### config.mk
export PLATFORM = sky130hd
export DESIGN_NAME = vmt_top
export DESIGN_NICKNAME = d
export VERILOG_FILES = /design/src/rtl/vmt_pkg.sv /design/src/rtl/vmt_index.sv /design/src/rtl/vmt_rights.sv /design/src/rtl/vmt_ctrl.sv /design/src/rtl/vmt_top.sv
export SDC_FILE = /design/constraint.sdc
export NUM_CORES = 1
export LEC_CHECK = 0
export BUFFER_PORTS_ARGS = -buffer_cell sky130_fd_sc_hd__buf_2
export CORE_MARGIN = 10
export CORE_UTILIZATION = 59
export DETAILED_ROUTE_END_ITERATION = 8
export PLACE_DENSITY = 0.9
export SETUP_SLACK_MARGIN = 0.2
export SLEW_MARGIN = 20
export SYNTH_ARGS = -nofsm -noshare
export SYNTH_HDL_FRONTEND = slang
export SYNTH_HIERARCHICAL = 1
export SYNTH_SLANG_ARGS = --single-unit
### constraint.sdc
create_clock -name clk -period 6.07 [get_ports clk]
set_clock_uncertainty 0.2 [all_clocks]
set_input_delay 1.214 -clock clk [delete_from_list [all_inputs] [get_ports clk]]
set_output_delay 1.214 -clock clk [all_outputs]
set_load 0.02 [all_outputs]
### src/rtl/vmt_pkg.sv
package vmt_pkg;

  typedef enum logic [1:0] {
    ACC_LOAD     = 2'b00,
    ACC_STORE    = 2'b01,
    ACC_FETCH    = 2'b10,
    ACC_LOAD_ALT = 2'b11
  } acc_kind_e;

  typedef enum logic [1:0] {
    FLT_NONE   = 2'b00,
    FLT_ABSENT = 2'b01,
    FLT_PROT   = 2'b10
  } fault_e;

  typedef enum logic [1:0] {
    ST_IDLE,
    ST_ISSUE,
    ST_WAIT,
    ST_DONE
  } walk_st_e;

  localparam int PTE_W     = 32;
  localparam int PTE_VALID = 31;
  localparam int PTE_RD    = 30;
  localparam int PTE_WR    = 29;
  localparam int PTE_EX    = 28;
  localparam int PTE_SHIFT = 2;   // entries are 4 bytes apart

endpackage

### src/rtl/vmt_index.sv
module vmt_index #(
  parameter int VPN_W = 5,
  parameter int AW    = 32
) (
  input  logic [AW-1:0]    base,
  input  logic [VPN_W-1:0] vpn,
  output logic [AW-1:0]    entry_addr
);
  import vmt_pkg::*;

  logic [AW-1:0] slot_offs;

  always_comb begin
    slot_offs  = AW'(vpn) << PTE_SHIFT;
    entry_addr = base + slot_offs;
  end

endmodule

### src/rtl/vmt_rights.sv
module vmt_rights #(
  parameter int OFF_W = 10,
  parameter int PPN_W = 5,
  localparam int PA_W = PPN_W + OFF_W
) (
  input  logic [vmt_pkg::PTE_W-1:0] pte,
  input  logic [1:0]                kind,
  input  logic [OFF_W-1:0]          offset,
  output vmt_pkg::fault_e           fault,
  output logic [PA_W-1:0]           paddr
);
  import vmt_pkg::*;

  logic allowed;
  logic unused_pte_bits;

  assign unused_pte_bits = ^pte[PTE_EX-1:PPN_W];

  always_comb begin
    case (acc_kind_e'(kind))
      ACC_STORE: allowed = pte[PTE_WR];
      ACC_FETCH: allowed = pte[PTE_EX];
      default:   allowed = pte[PTE_RD];
    endcase

    if (!pte[PTE_VALID]) begin
      fault = FLT_ABSENT;
    end else if (!allowed) begin
      fault = FLT_PROT;
    end else begin
      fault = FLT_NONE;
    end

    if (fault == FLT_NONE) begin
      paddr = {pte[PPN_W-1:0], offset};
    end else begin
      paddr = '0;
    end
  end

endmodule

### src/rtl/vmt_ctrl.sv
module vmt_ctrl (
  input  logic clk,
  input  logic rst_n,
  input  logic req_valid,
  input  logic rd_valid,
  output logic req_ready,
  output logic accept,
  output logic rd_en,
  output logic capture,
  output logic rsp_valid
);
  import vmt_pkg::*;

  walk_st_e st_q, st_d;

  always_comb begin
    st_d = st_q;
    case (st_q)
      ST_IDLE:  if (req_valid) st_d = ST_ISSUE;
      ST_ISSUE: st_d = rd_valid ? ST_DONE : ST_WAIT;
      ST_WAIT:  if (rd_valid) st_d = ST_DONE;
      default:  st_d = ST_IDLE;
    endcase
  end

  always_ff @(posedge clk or negedge rst_n) begin
    if (!rst_n) begin
      st_q <= ST_IDLE;
    end else begin
      st_q <= st_d;
    end
  end

  assign req_ready = (st_q == ST_IDLE);
  assign accept    = req_ready && req_valid;
  assign rd_en     = (st_q == ST_ISSUE);
  assign capture   = ((st_q == ST_ISSUE) || (st_q == ST_WAIT)) && rd_valid;
  assign rsp_valid = (st_q == ST_DONE);

  a_r2_issue_after_accept: assert property (@(posedge clk) disable iff (!rst_n)
    accept |=> rd_en);

  a_r2_single_issue: assert property (@(posedge clk) disable iff (!rst_n)
    rd_en |=> !rd_en);

  a_r7_rsp_pulse: assert property (@(posedge clk) disable iff (!rst_n)
    rsp_valid |=> (!rsp_valid && req_ready));

  a_r8_capture_to_rsp: assert property (@(posedge clk) disable iff (!rst_n)
    capture |=> rsp_valid);

  a_r8_idle_strobe_ignored: assert property (@(posedge clk) disable iff (!rst_n)
    (req_ready && !req_valid) |=> !rd_en && !rsp_valid);

endmodule

### src/rtl/vmt_top.sv
module vmt_top #(
  parameter int VPN_W = 5,
  parameter int OFF_W = 10,
  parameter int PPN_W = 5,
  parameter int AW    = 32,
  localparam int VA_W = VPN_W + OFF_W,
  localparam int PA_W = PPN_W + OFF_W
) (
  input  logic            clk,
  input  logic            rst_n,
  input  logic            req_valid,
  output logic            req_ready,
  input  logic [1:0]      req_kind,
  input  logic [VA_W-1:0] req_vaddr,
  output logic            rsp_valid,
  output logic [PA_W-1:0] rsp_paddr,
  output logic [1:0]      rsp_fault,
  input  logic            ptbr_we,
  input  logic [AW-1:0]   ptbr_wdata,
  output logic            mem_rd_en,
  output logic [AW-1:0]   mem_rd_addr,
  input  logic            mem_rd_valid,
  input  logic [31:0]     mem_rd_data
);
  import vmt_pkg::*;

  logic              accept;
  logic              capture;
  logic [AW-1:0]     base_q;
  logic [AW-1:0]     entry_addr;
  logic [AW-1:0]     walk_addr_q;
  logic [1:0]        kind_q;
  logic [OFF_W-1:0]  off_q;
  logic [PTE_W-1:0]  pte_q;
  fault_e            fault;

  vmt_ctrl u_ctrl (
    .clk       (clk),
    .rst_n     (rst_n),
    .req_valid (req_valid),
    .rd_valid  (mem_rd_valid),
    .req_ready (req_ready),
    .accept    (accept),
    .rd_en     (mem_rd_en),
    .capture   (capture),
    .rsp_valid (rsp_valid)
  );

  vmt_index #(.VPN_W(VPN_W), .AW(AW)) u_index (
    .base       (base_q),
    .vpn        (req_vaddr[VA_W-1:OFF_W]),
    .entry_addr (entry_addr)
  );

  // Table base: a write lands at the edge, so an acceptance on the
  // same edge still sees the previous base.
  always_ff @(posedge clk or negedge rst_n) begin
    if (!rst_n) begin
      base_q <= '0;
    end else if (ptbr_we) begin
      base_q <= ptbr_wdata;
    end
  end

  always_ff @(posedge clk or negedge rst_n) begin
    if (!rst_n) begin
      walk_addr_q <= '0;
      kind_q      <= '0;
      off_q       <= '0;
    end else if (accept) begin
      walk_addr_q <= entry_addr;
      kind_q      <= req_kind;
      off_q       <= req_vaddr[OFF_W-1:0];
    end
  end

  always_ff @(posedge clk or negedge rst_n) begin
    if (!rst_n) begin
      pte_q <= '0;
    end else if (capture) begin
      pte_q <= mem_rd_data;
    end
  end

  vmt_rights #(.OFF_W(OFF_W), .PPN_W(PPN_W)) u_rights (
    .pte    (pte_q),
    .kind   (kind_q),
    .offset (off_q),
    .fault  (fault),
    .paddr  (rsp_paddr)
  );

  assign mem_rd_addr = walk_addr_q;
  assign rsp_fault   = fault;

  a_r3_offset_kept: assert property (@(posedge clk) disable iff (!rst_n)
    (rsp_valid && rsp_fault == FLT_NONE) |-> rsp_paddr[OFF_W-1:0] == off_q);

  a_r4_fault_no_addr: assert property (@(posedge clk) disable iff (!rst_n)
    (rsp_valid && rsp_fault != FLT_NONE) |-> rsp_paddr == '0);

  a_r9_addr_held: assert property (@(posedge clk) disable iff (!rst_n)
    !(req_valid && req_ready) |=> $stable(mem_rd_addr));

  a_r7_busy_not_ready: assert property (@(posedge clk) disable iff (!rst_n)
    (mem_rd_en || rsp_valid) |-> !req_ready);

endmodule

## Yosys cells after proc, flatten, opt, wreduce, memory -nomap -nowiden

Cells that the tools add are included.

| word-level totals | value |
|---|---|
| flip-flop bits (word level) | 110 |
| bits of input ports | 86 |
| output and inout port bits | 52 |
| word-level logic and storage cells | 28 |

| operators by class | value |
|---|---|
| add/sub/neg operators | 1 |
| equality and inequality tests | 7 |
| mux-type cells | 8 |
| reductions and logical operators | 6 |

Operators by type and width:

| cell | count |
|---|---|
| $add A32 B7 Y32 | 1 |
| $mux W15 | 1 |
| $mux W2 | 4 |
| $eq A2 B2 Y1 const B | 3 |
| $pmux W2 S3 | 1 |
| $eq A2 B1 Y1 const B | 2 |
| $logic_not A2 Y1 | 2 |
| $ne A2 B2 Y1 const B | 2 |
| $logic_and A1 B1 Y1 | 2 |
| $pmux W1 S2 | 1 |
| $reduce_and A2 Y1 | 1 |
| $logic_or A1 B1 Y1 | 1 |
| $mux W1 | 1 |

## Logic depth before layout (Yosys ltp)

| logic depth | value |
|---|---|
| depth after elaboration | 6 |
| gate-level depth with buffers | 9 |
| mapped depth without buffers | 9 |

## Cells and area by module

Netlist, hierarchy kept.

By module, submodules not included:

| module | instances | cells an instance | area an instance (µm²) | seq. area each (µm²) |
|---|---|---|---|---|
| vmt_top | 1 | 229 | 4475.5 | 2702.6 |
| vmt_index | 1 | 98 | 715.7 | 0.0 |
| vmt_rights | 1 | 43 | 245.2 | 0.0 |
| vmt_ctrl | 1 | 17 | 173.9 | 50.0 |

## Worst setup path before layout

Ideal clock, no wire load.

| timing | value |
|---|---|
| kind | input-to-reg |
| start | in req_vaddr[10] |
| end | reg walk_addr_q[16], in the netlist mem_rd_addr[16] |
| arrival time | 2915 ps |
| setup slack | 2830 ps |
| stages on the path | 9 |
| path through | ha_1 > inv_1 > fa_1 > nor2b_1 > o2111a_1 > o21ai_0 > nor3_1 > xor2_1 > mux2_4 |

| on the way | value |
|---|---|
| cells in the longest elaborated chain, start to end | 1 |

Ends and longest elaborated chain:

| element | RTL line | text |
|---|---|---|
| from (decl) | vmt_top.sv:14 | `input logic [VA_W-1:0] req_vaddr,` |
| $add A32 B7 Y32 | vmt_index.sv:15 | `entry_addr = base + slot_offs;` |
| via entry_addr[16] | vmt_top.sv:30 | `logic [AW-1:0] entry_addr;` |
| to (signal assigned) | vmt_top.sv:71 | `walk_addr_q <= entry_addr;` |
| to (decl) | vmt_top.sv:31 | `logic [AW-1:0] walk_addr_q;` |

The timed path passes the listed nets, and every way through them passes these cells.
A chain may end at the register's enable or synchronous reset.

## Final worst setup path

| timing | value |
|---|---|
| start | reg kind_q[0] |
| end | out rsp_fault[1] |

| on the way | value |
|---|---|
| cells in the longest elaborated chain, start to end | 4 |

Ends and longest elaborated chain:

| element | RTL line | text |
|---|---|---|
| from (decl) | vmt_top.sv:32 | `logic [1:0] kind_q;` |
| from (signal assigned) | vmt_top.sv:72 | `kind_q <= req_kind;` |
| $eq A2 B2 Y1 or $eq A2 B1 Y1 (tied branches) | vmt_rights.sv:20 | `case (acc_kind_e'(kind))` |
| $pmux W1 S2 (*) | vmt_rights.sv:20 |  |
| $mux W2 (*) | vmt_rights.sv:28 | `end else if (!allowed) begin` |
| $mux W2 (*) | vmt_rights.sv:26 | `if (!pte[PTE_VALID]) begin` |
| to (decl) | vmt_top.sv:17 | `output logic [1:0] rsp_fault,` |

Every way passes the cells marked *; elsewhere a longest branch is shown, timed or not.

==> flow_metrics.env <==
export IMPL_finalCritPeriodShare_pct=61.2
export IMPL_leakage_nw=2.62
export IMPL_die_height_um=109
export IMPL_crit_path_end_kind="output pin"
export IMPL_peakVddDrop_mv=0.205
export IMPL_grt_max_degree=88
export IMPL_initial_utilization_pct=60.5
export IMPL_hold_ws_ns=0.311
export IMPL_fillers=568
export IMPL_clockBufferDepth=2
export IMPL_p_per_area_nw_per_um2=466
export IMPL_coreArea_um2=7730
export IMPL_cts_buffers_inserted=9
export IMPL_first_pass_iters=4
export IMPL_grt_pass1_wl_um=16100
export IMPL_fmax_mhz=269
export IMPL_io_buffers=114
export IMPL_comb_power_share_pct=48.2
export IMPL_tns_ns=0
export IMPL_finalHoldViolCount=0
export IMPL_routed_via_density=5.29
export IMPL_status="finished, final reports clean"
export IMPL_pin_count=138
export IMPL_clkTransAtPathRegs_ns=0.08
export IMPL_rsz0062_at_grt="no"
export IMPL_wl_per_cell_um=17.7
export IMPL_cp_arrival_ns=2.30
export IMPL_p_int_mw=1.51
export IMPL_switching_share_pct=39.0
export IMPL_clock_latency_ns=0.34
export IMPL_yosysWarnings=6
export IMPL_critPathMaxFanout=16
export IMPL_setup_ws_ns=2.35
export IMPL_p_seq_share_pct=38.3
export IMPL_drive_gt1_share_pct=49.9
export IMPL_slew_violations=0
export IMPL_max_slew_margin_rel_pct=27.3
export IMPL_multiInputGateArea_um2=2230
export IMPL_antenna_found_initial=1
export IMPL_p_sw_mw=0.965
export IMPL_drt_iter0_drc=122
export IMPL_ant_nets=0
export IMPL_groute_usage_overall_pct=16.8
export IMPL_post_place_ws_ns=2.45
export IMPL_cts_tree="built"
export IMPL_die_area_um2=11900
export IMPL_row_count=32
export IMPL_maxCapViolations=0
export IMPL_overflow=0
export IMPL_syn_area_um2=4680
export IMPL_clkSinkCount=87
export IMPL_min_path_type="reg2reg"
export IMPL_worstSetupStartpointType="flip-flop"
export IMPL_regArea_um2=2180
export IMPL_tightestPinTransition_ns=1.09
export IMPL_grt_pass1_vias=3212
export IMPL_fin_nets=544
export IMPL_layout_min_cycle_time_ns=3.72
export IMPL_die_x_um=109
export IMPL_ctsResizeCount=0
export IMPL_drcViolationCount=0
export IMPL_ctsHoldBuffers=0
export IMPL_clockRootBuffer="clkbuf_8"
export IMPL_fin_util_pct=68.8
export IMPL_cp_data_required_time_ns=4.66
export IMPL_crit_type="reg2out"
export IMPL_area_growth_pct=13.6
export IMPL_n_antenna_cell=0
export IMPL_vias=2917
export IMPL_syn_nets=438
export IMPL_h_tree_depth=3
export IMPL_gp_congestion=0.796
export IMPL_hpwl_um=7240
export IMPL_finalSetupViolations=0
export IMPL_post_cts_buffers=0
export IMPL_wirelength_um=9780
export IMPL_synthCells=340
export IMPL_syn_area_per_cell_um2=13.8
export IMPL_clock_power_share_pct=13.5
state kept, by name, summed over array words and instances (netlist names):
register,cells
off_q,10
mem_rd_addr,32
kind_q,2
pte_q,9
u_ctrl/st_q,2
base_q,32
routing by layer:
metal	vias to the layer above	GRT usage [%]	share of wire, %
met5	-	0	0
met4	0	4.05	0.81
met3	10	6.25	8.3
met2	94	27.6	48
met1	1435	20.6	43
li1	1378	-	-
worst max-delay path, stage by stage (launching register included):
cell and delay (ns):
dfrtp_1 0.37, inv_1 0.05, ha_1 0.33, nor2b_1 0.87, o21a_1 0.18, buf_2 0.17
placed cells by master (no fill, tap or decap), types with 2 or more instances in the layout:
| cell | instances |
|---|---|
| a21oi_1 | 2 |
| and2_1 | 4 |
| and3_1 | 3 |
| buf_2 | 113 |
| clkbuf_8 | 9 |
| clkinv_2 | 2 |
| clkinvlp_4 | 2 |
| dfrtp_1 | 87 |
| ha_1 | 11 |
| inv_1 | 12 |
| mux2_2 | 10 |
| mux2_4 | 77 |
| nand2_1 | 24 |
| nand3_1 | 9 |
| nand4_1 | 7 |
| nor2_1 | 9 |
| nor2b_1 | 3 |
| nor3_1 | 18 |
| o21a_1 | 3 |
| xnor2_1 | 21 |
| xor2_1 | 5 |
layout make-up:
cell class                      count  area share (%)
Multi-Input combinational cell    221            41.9
Sequential cell                    87            41.0
Timing Repair Buffer              115            11.0
Clock buffer                       10            2.40
Tap cell                          102            2.40
Inverter                           12           0.847
Clock inverter                      4           0.471
power groups by stage:
stage	Combinational (mW)	Clock, mW	Sequential [mW]
2_1_floorplan	0.850	0	1.05
3_3_place_gp	1.17	0	0.945
3_5_place_dp	1.20	0	0.961
4_1_cts	1.21	0.349	0.953
5_1_grt	1.28	0.373	0.985
6_report	1.19	0.334	0.949
final timing paths:
check	startpoint	endpoint	slack, ns	depth (start not counted)
worst min register to register	base_q[0]$_DFFE_PN0P_	base_q[0]$_DFFE_PN0P_	0.31	1
min in group asynchronous	rst_n	base_q[10]$_DFFE_PN0P_	0.73	1
worst max register to register	base_q[2]$_DFFE_PN0P_	mem_rd_addr[16]$_DFFE_PN0P_	3.37	9
worst max-delay path	kind_q[0]$_DFFE_PN0P_	rsp_fault[1]	2.35	5
max in group asynchronous	rst_n	mem_rd_addr[20]$_DFFE_PN0P_	4.42	1
worst min-delay path	base_q[0]$_DFFE_PN0P_	base_q[0]$_DFFE_PN0P_	0.31	1
per-stage QoR:
stage	instance area (µm²)	total power, mW	std cells
after floorplan	4680	1.90	340
after global placement	5160	2.11	537
after detailed placement	5160	2.16	537
after CTS	5310	2.51	551
after global routing	5320	2.64	551
final	5320	2.48	551
(Power assumes the default switching activity.)
